`config.mk`:
```
export PLATFORM = sky130hd
export DESIGN_NAME = dpsem_unit
export DESIGN_NICKNAME = d
export VERILOG_FILES = /design/src/rtl/dpsem_pkg.sv /design/src/rtl/dpsem_token.sv /design/src/rtl/dpsem_rd_port.sv /design/src/rtl/dpsem_unit.sv
export SDC_FILE = /design/constraint.sdc
export NUM_CORES = 1
export LEC_CHECK = 0
export BUFFER_PORTS_ARGS = -buffer_cell sky130_fd_sc_hd__buf_2
export CORE_MARGIN = 8
export CORE_UTILIZATION = 40
export CTS_CLUSTER_DIAMETER = 120
export DETAILED_ROUTE_END_ITERATION = 6
export GPL_ROUTABILITY_DRIVEN = 0
export SYNTH_ARGS = -nofsm -noshare
export SYNTH_HDL_FRONTEND = slang
export SYNTH_SLANG_ARGS = --single-unit
```
`constraint.sdc`:
```
create_clock -name clk -period 2.2 [get_ports clk]
set_input_delay 0.11 -clock clk [delete_from_list [all_inputs] [get_ports clk]]
set_output_delay 0.11 -clock clk [all_outputs]
set_load 0.005 [all_outputs]
```
`src/rtl/dpsem_pkg.sv`:
```
package dpsem_pkg;

    typedef enum logic [1:0] {
        OWN_NONE  = 2'd0,
        OWN_LEFT  = 2'd1,
        OWN_RIGHT = 2'd2
    } owner_e;

    // Per-token state: request latches are active low (0 = requesting)
    typedef struct packed {
        logic   l_req_n;
        logic   r_req_n;
        owner_e owner;
    } tok_state_t;

    localparam tok_state_t TOK_RESET = '{l_req_n: 1'b1, r_req_n: 1'b1, owner: OWN_NONE};

endpackage

```
`src/rtl/dpsem_token.sv`:
```
module dpsem_token
    import dpsem_pkg::*;
(
    input  logic clk,
    input  logic rst,
    input  logic l_wr_en,
    input  logic l_wval,
    input  logic r_wr_en,
    input  logic r_wval,
    output logic l_own,
    output logic r_own
);

    tok_state_t st_d, st_q;

    always_comb begin
        st_d = st_q;
        if (l_wr_en) st_d.l_req_n = l_wval;
        if (r_wr_en) st_d.r_req_n = r_wval;
        unique case (st_q.owner)
            OWN_LEFT: begin
                if (st_d.l_req_n) st_d.owner = st_d.r_req_n ? OWN_NONE : OWN_RIGHT;
            end
            OWN_RIGHT: begin
                if (st_d.r_req_n) st_d.owner = st_d.l_req_n ? OWN_NONE : OWN_LEFT;
            end
            default: begin
                // free token: left wins a same-cycle tie
                if (!st_d.l_req_n)      st_d.owner = OWN_LEFT;
                else if (!st_d.r_req_n) st_d.owner = OWN_RIGHT;
                else                    st_d.owner = OWN_NONE;
            end
        endcase
    end

    always_ff @(posedge clk) begin
        if (rst) st_q <= TOK_RESET;
        else     st_q <= st_d;
    end

    assign l_own = (st_q.owner == OWN_LEFT);
    assign r_own = (st_q.owner == OWN_RIGHT);

endmodule

```
`src/rtl/dpsem_rd_port.sv`:
```
module dpsem_rd_port #(
    parameter int IDX_W  = 3,
    parameter int DATA_W = 16
) (
    input  logic                  clk,
    input  logic                  rst,
    input  logic                  rd_en,
    input  logic [IDX_W-1:0]      idx,
    input  logic [(1<<IDX_W)-1:0] own_vec,
    output logic [DATA_W-1:0]     rdata
);

    logic [DATA_W-1:0] rd_d, rd_q;

    always_comb begin
        rd_d = rd_q;
        if (rd_en) begin
            rd_d    = '1;
            rd_d[0] = ~own_vec[idx];
        end
    end

    always_ff @(posedge clk) begin
        if (rst) rd_q <= '1;
        else     rd_q <= rd_d;
    end

    assign rdata = rd_q;

endmodule

```
`src/rtl/dpsem_unit.sv`:
```
module dpsem_unit #(
    parameter int IDX_W  = 3,
    parameter int DATA_W = 16
) (
    input  logic              clk,
    input  logic              rst,
    input  logic [IDX_W-1:0]  l_idx,
    input  logic              l_wr,
    input  logic              l_wdata,
    input  logic              l_rd,
    output logic [DATA_W-1:0] l_rdata,
    input  logic [IDX_W-1:0]  r_idx,
    input  logic              r_wr,
    input  logic              r_wdata,
    input  logic              r_rd,
    output logic [DATA_W-1:0] r_rdata
);

    localparam int NUM_TOK = 1 << IDX_W;

    logic [NUM_TOK-1:0] l_hit, r_hit;
    logic [NUM_TOK-1:0] l_own_vec, r_own_vec;

    for (genvar t = 0; t < NUM_TOK; t++) begin : g_tok
        assign l_hit[t] = l_wr && (l_idx == IDX_W'(t));
        assign r_hit[t] = r_wr && (r_idx == IDX_W'(t));

        dpsem_token u_tok (
            .clk     (clk),
            .rst     (rst),
            .l_wr_en (l_hit[t]),
            .l_wval  (l_wdata),
            .r_wr_en (r_hit[t]),
            .r_wval  (r_wdata),
            .l_own   (l_own_vec[t]),
            .r_own   (r_own_vec[t])
        );
    end

    dpsem_rd_port #(.IDX_W(IDX_W), .DATA_W(DATA_W)) u_rd_l (
        .clk     (clk),
        .rst     (rst),
        .rd_en   (l_rd),
        .idx     (l_idx),
        .own_vec (l_own_vec),
        .rdata   (l_rdata)
    );

    dpsem_rd_port #(.IDX_W(IDX_W), .DATA_W(DATA_W)) u_rd_r (
        .clk     (clk),
        .rst     (rst),
        .rd_en   (r_rd),
        .idx     (r_idx),
        .own_vec (r_own_vec),
        .rdata   (r_rdata)
    );

endmodule

```
Word-level counts from Yosys, hierarchy flattened. Index checks and enable logic that the tools add are counted.

Output and inout port bits: 32. Bits in registers: 34. Word-level logic and storage cells: 170. Bits of input ports: 14.

Order comparisons: 2. Equality and inequality tests: 46. Reductions and logical operators: 26. Bitwise logic cells: 2. Mux-type cells: 68.

Operator list (number): two-way mux 2 bit (32); != test 2 bit, second input constant (16); case mux 2 bit (2 select lines) (8); two-way mux 1 bit (26); == test 3 bit, second input constant (8); == test 2 x 1 -> 1 bit, second input constant (8); == test 2 bit, second input constant (8); logical AND 1 bit (16); AND reduction 2 bit (8); == test 3 x 2 -> 1 bit, second input constant (4); less-than comparator 3 x 4 -> 1 bit, second input constant (2); binary-select mux 1 bit (select 3 bit) (2); == test 3 x 1 -> 1 bit, second input constant (2); logical NOT 3 bit (2); inverter 1 bit (2).

Logic depth before layout (Yosys ltp).
Word-level depth: 6. Mapped depth: 6.

By module. From an unflattened synthesis, not the netlist that was laid out.

Cells, all modules: 250. Area total of the unflattened synthesis: 2497.4 um^2.

By module, submodules not included: dpsem_token (sequential area each 80.1 um^2, instances 8, area each 234.0 um^2, cells each 23); dpsem_rd_port (sequential area each 20.0 um^2, instances 2, area each 216.5 um^2, cells each 25); dpsem_unit (sequential area each 0.0 um^2, instances 1, area each 192.7 um^2, cells each 16).

Worst setup path before layout. OpenSTA, ideal clock, no wires.

Kind: in2reg. From: input l_idx[2]. To: register g_tok[2].u_tok.st_q[0] (netlist bit). Arrival time: 1.466 ns. Setup slack: 0.663 ns. Buffers on the path: 1. Cell stages on the path: 5. Required time: 2.130 ns. Path through: buf_4 > and4bb_4 > mux2_4 > or4b_1 > a21oi_1.

Word-level cells in the longest chain between the ends: 6. Elaborated cells between the ends (all ways): 9. Those cells by class: 2 x eq/ne; 5 x mux; 2 x reduce/logical.

Ends and longest elaborated chain: from (decl) (line dpsem_unit.sv:7) `input logic [IDX_W-1:0] l_idx,`; == test 3 x 2 -> 1 bit * (line dpsem_unit.sv:25) `assign l_hit[t] = l_wr && (l_idx == IDX_W'(t));`; logical AND 1 bit * (line dpsem_unit.sv:25); two-way mux 1 bit * (line dpsem_token.sv:18) `if (l_wr_en) st_d.l_req_n = l_wval;`; two-way mux 1 bit (line dpsem_token.sv:25) `if (st_d.r_req_n) st_d.owner = st_d.l_req_n ? OWN_NONE : OWN_LEFT;`; two-way mux 2 bit (line dpsem_token.sv:25); case mux 2 bit (2 select lines) (line dpsem_token.sv:20) `unique case (st_q.owner)`; to (signal assigned) (line dpsem_token.sv:38) `else st_q <= st_d;`; to (decl) (line dpsem_token.sv:14) `tok_state_t st_d, st_q;`.

Mark *: on every way between the ends. The rest lies on a longest branch, timed or not. The select of a mux whose other input is x is not followed. A chain may end at the register's enable or synchronous reset.

Worst setup path in the final report.
From: register g_tok[2].u_tok.st_q[0] (netlist bit). To: register u_rd_r.rd_q[0], in the netlist u_rd_r.rdata[0].

Word-level cells in the longest chain between the ends: 4.

Ends and longest elaborated chain: == test 2 bit (line dpsem_token.sv:42) `assign r_own = (st_q.owner == OWN_RIGHT);`; binary-select mux 1 bit (select 3 bit) (line dpsem_rd_port.sv:19) `rd_d[0] = ~own_vec[idx];`; two-way mux 1 bit (not written as such) (line dpsem_rd_port.sv:19); inverter 1 bit (line dpsem_rd_port.sv:19); to (signal assigned) (line dpsem_rd_port.sv:25) `else rd_q <= rd_d;`; to (decl) (line dpsem_rd_port.sv:13) `logic [DATA_W-1:0] rd_d, rd_q;`.

Every way passes these cells. The select of a mux whose other input is x is not followed.

==> results.md <==
| Parameter | Value | Unit |
|---|---|---|
| Initial standard-cell utilization of the core | 0.410 | - |
| Layout cell share with drive strength beyond 1 | 0.153 | - |
| Boundary pin count | 46 | - |
| Clk pin slew, worst setup/hold paths | 0.07 | ns |
| Initial antenna violation count | 0 | - |
| Total via count in the routed design | 1826 | - |
| Cell types occupying the most area after synthesis | sky130_fd_sc_hd__dfxtp_1 26%, sky130_fd_sc_hd__buf_4 9.6%, sky130_fd_sc_hd__mux2i_1 8.1%, sky130_fd_sc_hd__ha_1 7.7%, sky130_fd_sc_hd__nand2b_1 6.8% | - |
| Cell at the root of the clock tree | sky130_fd_sc_hd__clkbuf_8 | - |
| Number of design rule violations left after detail routing | 0 | - |
| Wire length per cell | 13.7 | um |
| Max-Cap Viols | 0 | - |
| Grt total ovfl | 0 | - |
| Clock buffers created by TritonCTS | 5 | - |
| Die extent in x | 96.4 | um |
| Synthesized netlist cell count | 277 | - |
| Hold/Removal Path Class | in2reg | - |
| Via count normalized by instance count | 5.02 | - |
| Average footprint of a synthesized cell | 9.35 | um^2 |
| Ant diodes | 0 | - |
| Sequential area share after synthesis | 0.263 | - |
| Post-synthesis cell type count | 44 | - |
| Num rows | 29 | - |
| Placed cell count | 356 | - |
| Leading register cell type out of synthesis | sky130_fd_sc_hd__dfxtp_1 | - |
| Area taken by multi-input logic gates | 0.00163 | mm^2 |
| Fraction of registers with async set or reset after synthesis | 0 | - |
| Residual antenna-violating net count after detailed routing | 0 | - |
| Rel. slew slack | 0.561 | - |
| Pwr Density | 487 | mW/mm^2 |
| H-tree levels | 2 | - |
| Commonest cells after routing, fill and taps aside | 34 x sky130_fd_sc_hd__dfxtp_1, 30 x sky130_fd_sc_hd__conb_1, 28 x sky130_fd_sc_hd__nand2b_1 | - |
| Final Slew Violations | 0 | - |
| Biggest fanout along the worst timing path | 5 | - |
| Most common cell after layout, fill and taps aside | sky130_fd_sc_hd__dfxtp_1 | - |
| Hold Violations, Final | 0 | - |
| Req. time, crit path | 2.42 | ns |
| Initial DRC Count | 66 | - |
| Area Growth Syn to Fin | 2.61 | % |
| Post-synthesis sequential element count | 34 | - |
| Worst slack at placement | 0.530 | ns |
| Worst Clk Skew | 0.0102 | ns |
| Leakage | 1.10 | nW |
| Post-synth EDFFs | 0 | - |
| Status | finished clean | - |
| Cell Area, Synth | 0.00259 | mm^2 |
| Unrepaired setup endpoints after global routing | no | - |
| Worst endpoint data arrival time | 1.86 | ns |
| Placeable Area | 0.00631 | mm^2 |
| Half-perimeter wire length after placement | 3760 | um |
| Number of endpoints failing setup at the final stage | 0 | - |
| Largest net degree at the start of global routing | 41 | - |
| Via count of the first global-routing pass | 1710 | - |
| Worst-margin pin slew | 0.658 | ns |
| Final non-filler cell total | 364 | - |
| TritonCTS clock tree | built | - |
| Worst setup slack after layout | 0.550 | ns |
| Clock latency of the later-clocked register in the worst-skew pair | 0.29 | ns |
| Kind of critical path | reg2reg | - |
| Total track usage | 0.111 | - |
| Global-route wire length before repair | 8000 | um |
| Die height | 96.4 | um |
| Count of filler cells inserted in the layout | 630 | - |
| Max Buffers Root-to-Sink | 2 | - |
| Peak Freq | 606 | MHz |
| Input/output buffers | 15 | - |
| Number of post-CTS setup repair buffers | 0 | - |
| Final net count | 316 | - |
| FF/Latch Area | 681 | um^2 |
| Biggest area consumer among synthesized cells | sky130_fd_sc_hd__dfxtp_1 | - |
| Critical path capture point type | flop | - |
| Number of warning messages in the yosys log | 0 | - |
| Portion of the clock cycle consumed by the worst path in the final layout | 0.750 | - |
| Number of hold buffers added after cts | 0 | - |
| Detailed Route WL | 4990 | um |
| Worst ir drop on vdd | 0.274 | mV |
| Die area | 0.00930 | mm^2 |
| Number of clock sinks | 34 | - |
| Post-CTS sizing | 0 | - |
| Detailed-router iteration count before antenna repair | 4 | - |
| Launching element type of the critical path | flop | - |
| Clock period minus worst slack | 1.65 | ns |
| Setup_tns | 0 | ns |
| Fraction of post-synthesis cell area in the top cell type by area | 0.263 | - |
==> worst max-delay path, stage by stage (launching register included) <==
cell and delay (ns):
sky130_fd_sc_hd__dfxtp_1 0.38, sky130_fd_sc_hd__inv_1 0.06, sky130_fd_sc_hd__ha_1 0.26, sky130_fd_sc_hd__mux4_2 0.47
sky130_fd_sc_hd__mux2_2 0.27, sky130_fd_sc_hd__o21ai_0 0.14
==> layout make-up <==
type                       instances  area share
clock inverter                     1     0.00188
timing repair buffer              15      0.0283
multi-input combinational        208       0.614
clock buffer                       7      0.0325
tap                               77      0.0363
sequential                        34       0.256
inverter                          22      0.0311
==> flip-flops by register name (all words and copies together) (netlist names) <==
signal	flops
u_rd_r.rdata	1
g_tok.u_tok.st_q	32
u_rd_l.rdata	1
==> power by group <==
group,internal (W),leakage (nW),switching (W)
registers,0.000630,0.276,0.00000793
clock network,0.000253,0.0482,0.000229
logic,0.0000723,0.779,0.000102
total,0.000955,1.10,0.000339
==> kinds of logic (layout without fill, tap and decap cells) <==
family / Yosys count / count (layout) / synth area share
other: 1 / 30 / 0.00145
multiplexers: 33 / 33 / 0.154
flip-flops: 34 / 34 / 0.263
AO/OA/AOI/OAI: 40 / 40 / 0.108
buffers and inverters: 64 / 45 / 0.149
AND/OR/NAND/NOR: 89 / 89 / 0.247
adder cells (fa/ha/maj): 16 / 16 / 0.0773
==> synth_stat cells (6+ instances only) <==
library cell               count
sky130_fd_sc_hd__a21oi_1       9
sky130_fd_sc_hd__buf_4        33
sky130_fd_sc_hd__clkbuf_1      6
sky130_fd_sc_hd__dfxtp_1      34
sky130_fd_sc_hd__ha_1         16
sky130_fd_sc_hd__inv_1        22
sky130_fd_sc_hd__mux2i_1      21
sky130_fd_sc_hd__nand2b_1     28
sky130_fd_sc_hd__nor2_1       15
sky130_fd_sc_hd__o31ai_1       7
==> layer usage <==
layer	up-vias	wire length, um	GRT usage	share of wire
li1	941	-	-	-
met1	839	2410	0.138	0.48
met2	38	2170	0.177	0.43
met3	8	349	0.0301	0.070
met4	0	66	0.0479	0.013
met5	-	0	0	0
==> stage by stage <==
step	instance area, um^2	total power (W)	hold slack (ns)	util
5_1_grt	2660	0.00137	0.104	0.421
2_1_floorplan	2700	0.000829	0.275	-
3_3_place_gp	2560	0.000823	0.384	0.406
6_report	2660	0.00129	0.0889	0.421
3_5_place_dp	2560	0.000825	0.390	0.406
4_1_cts	2660	0.00131	0.0842	0.421
==> final timing paths <==
path	cells past startpoint	start	endpoint	slack, ns
max reg2reg	5	g_tok[2].u_tok.st_q[0]	u_rd_r.rdata[0]	0.55
max	5	g_tok[2].u_tok.st_q[0]	u_rd_r.rdata[0]	0.55
min reg2reg	2	u_rd_l.rdata[0]	u_rd_l.rdata[0]	0.47
min	3	l_rd	u_rd_l.rdata[0]	0.09
Note: power is estimated with default switching activity, not from simulation.
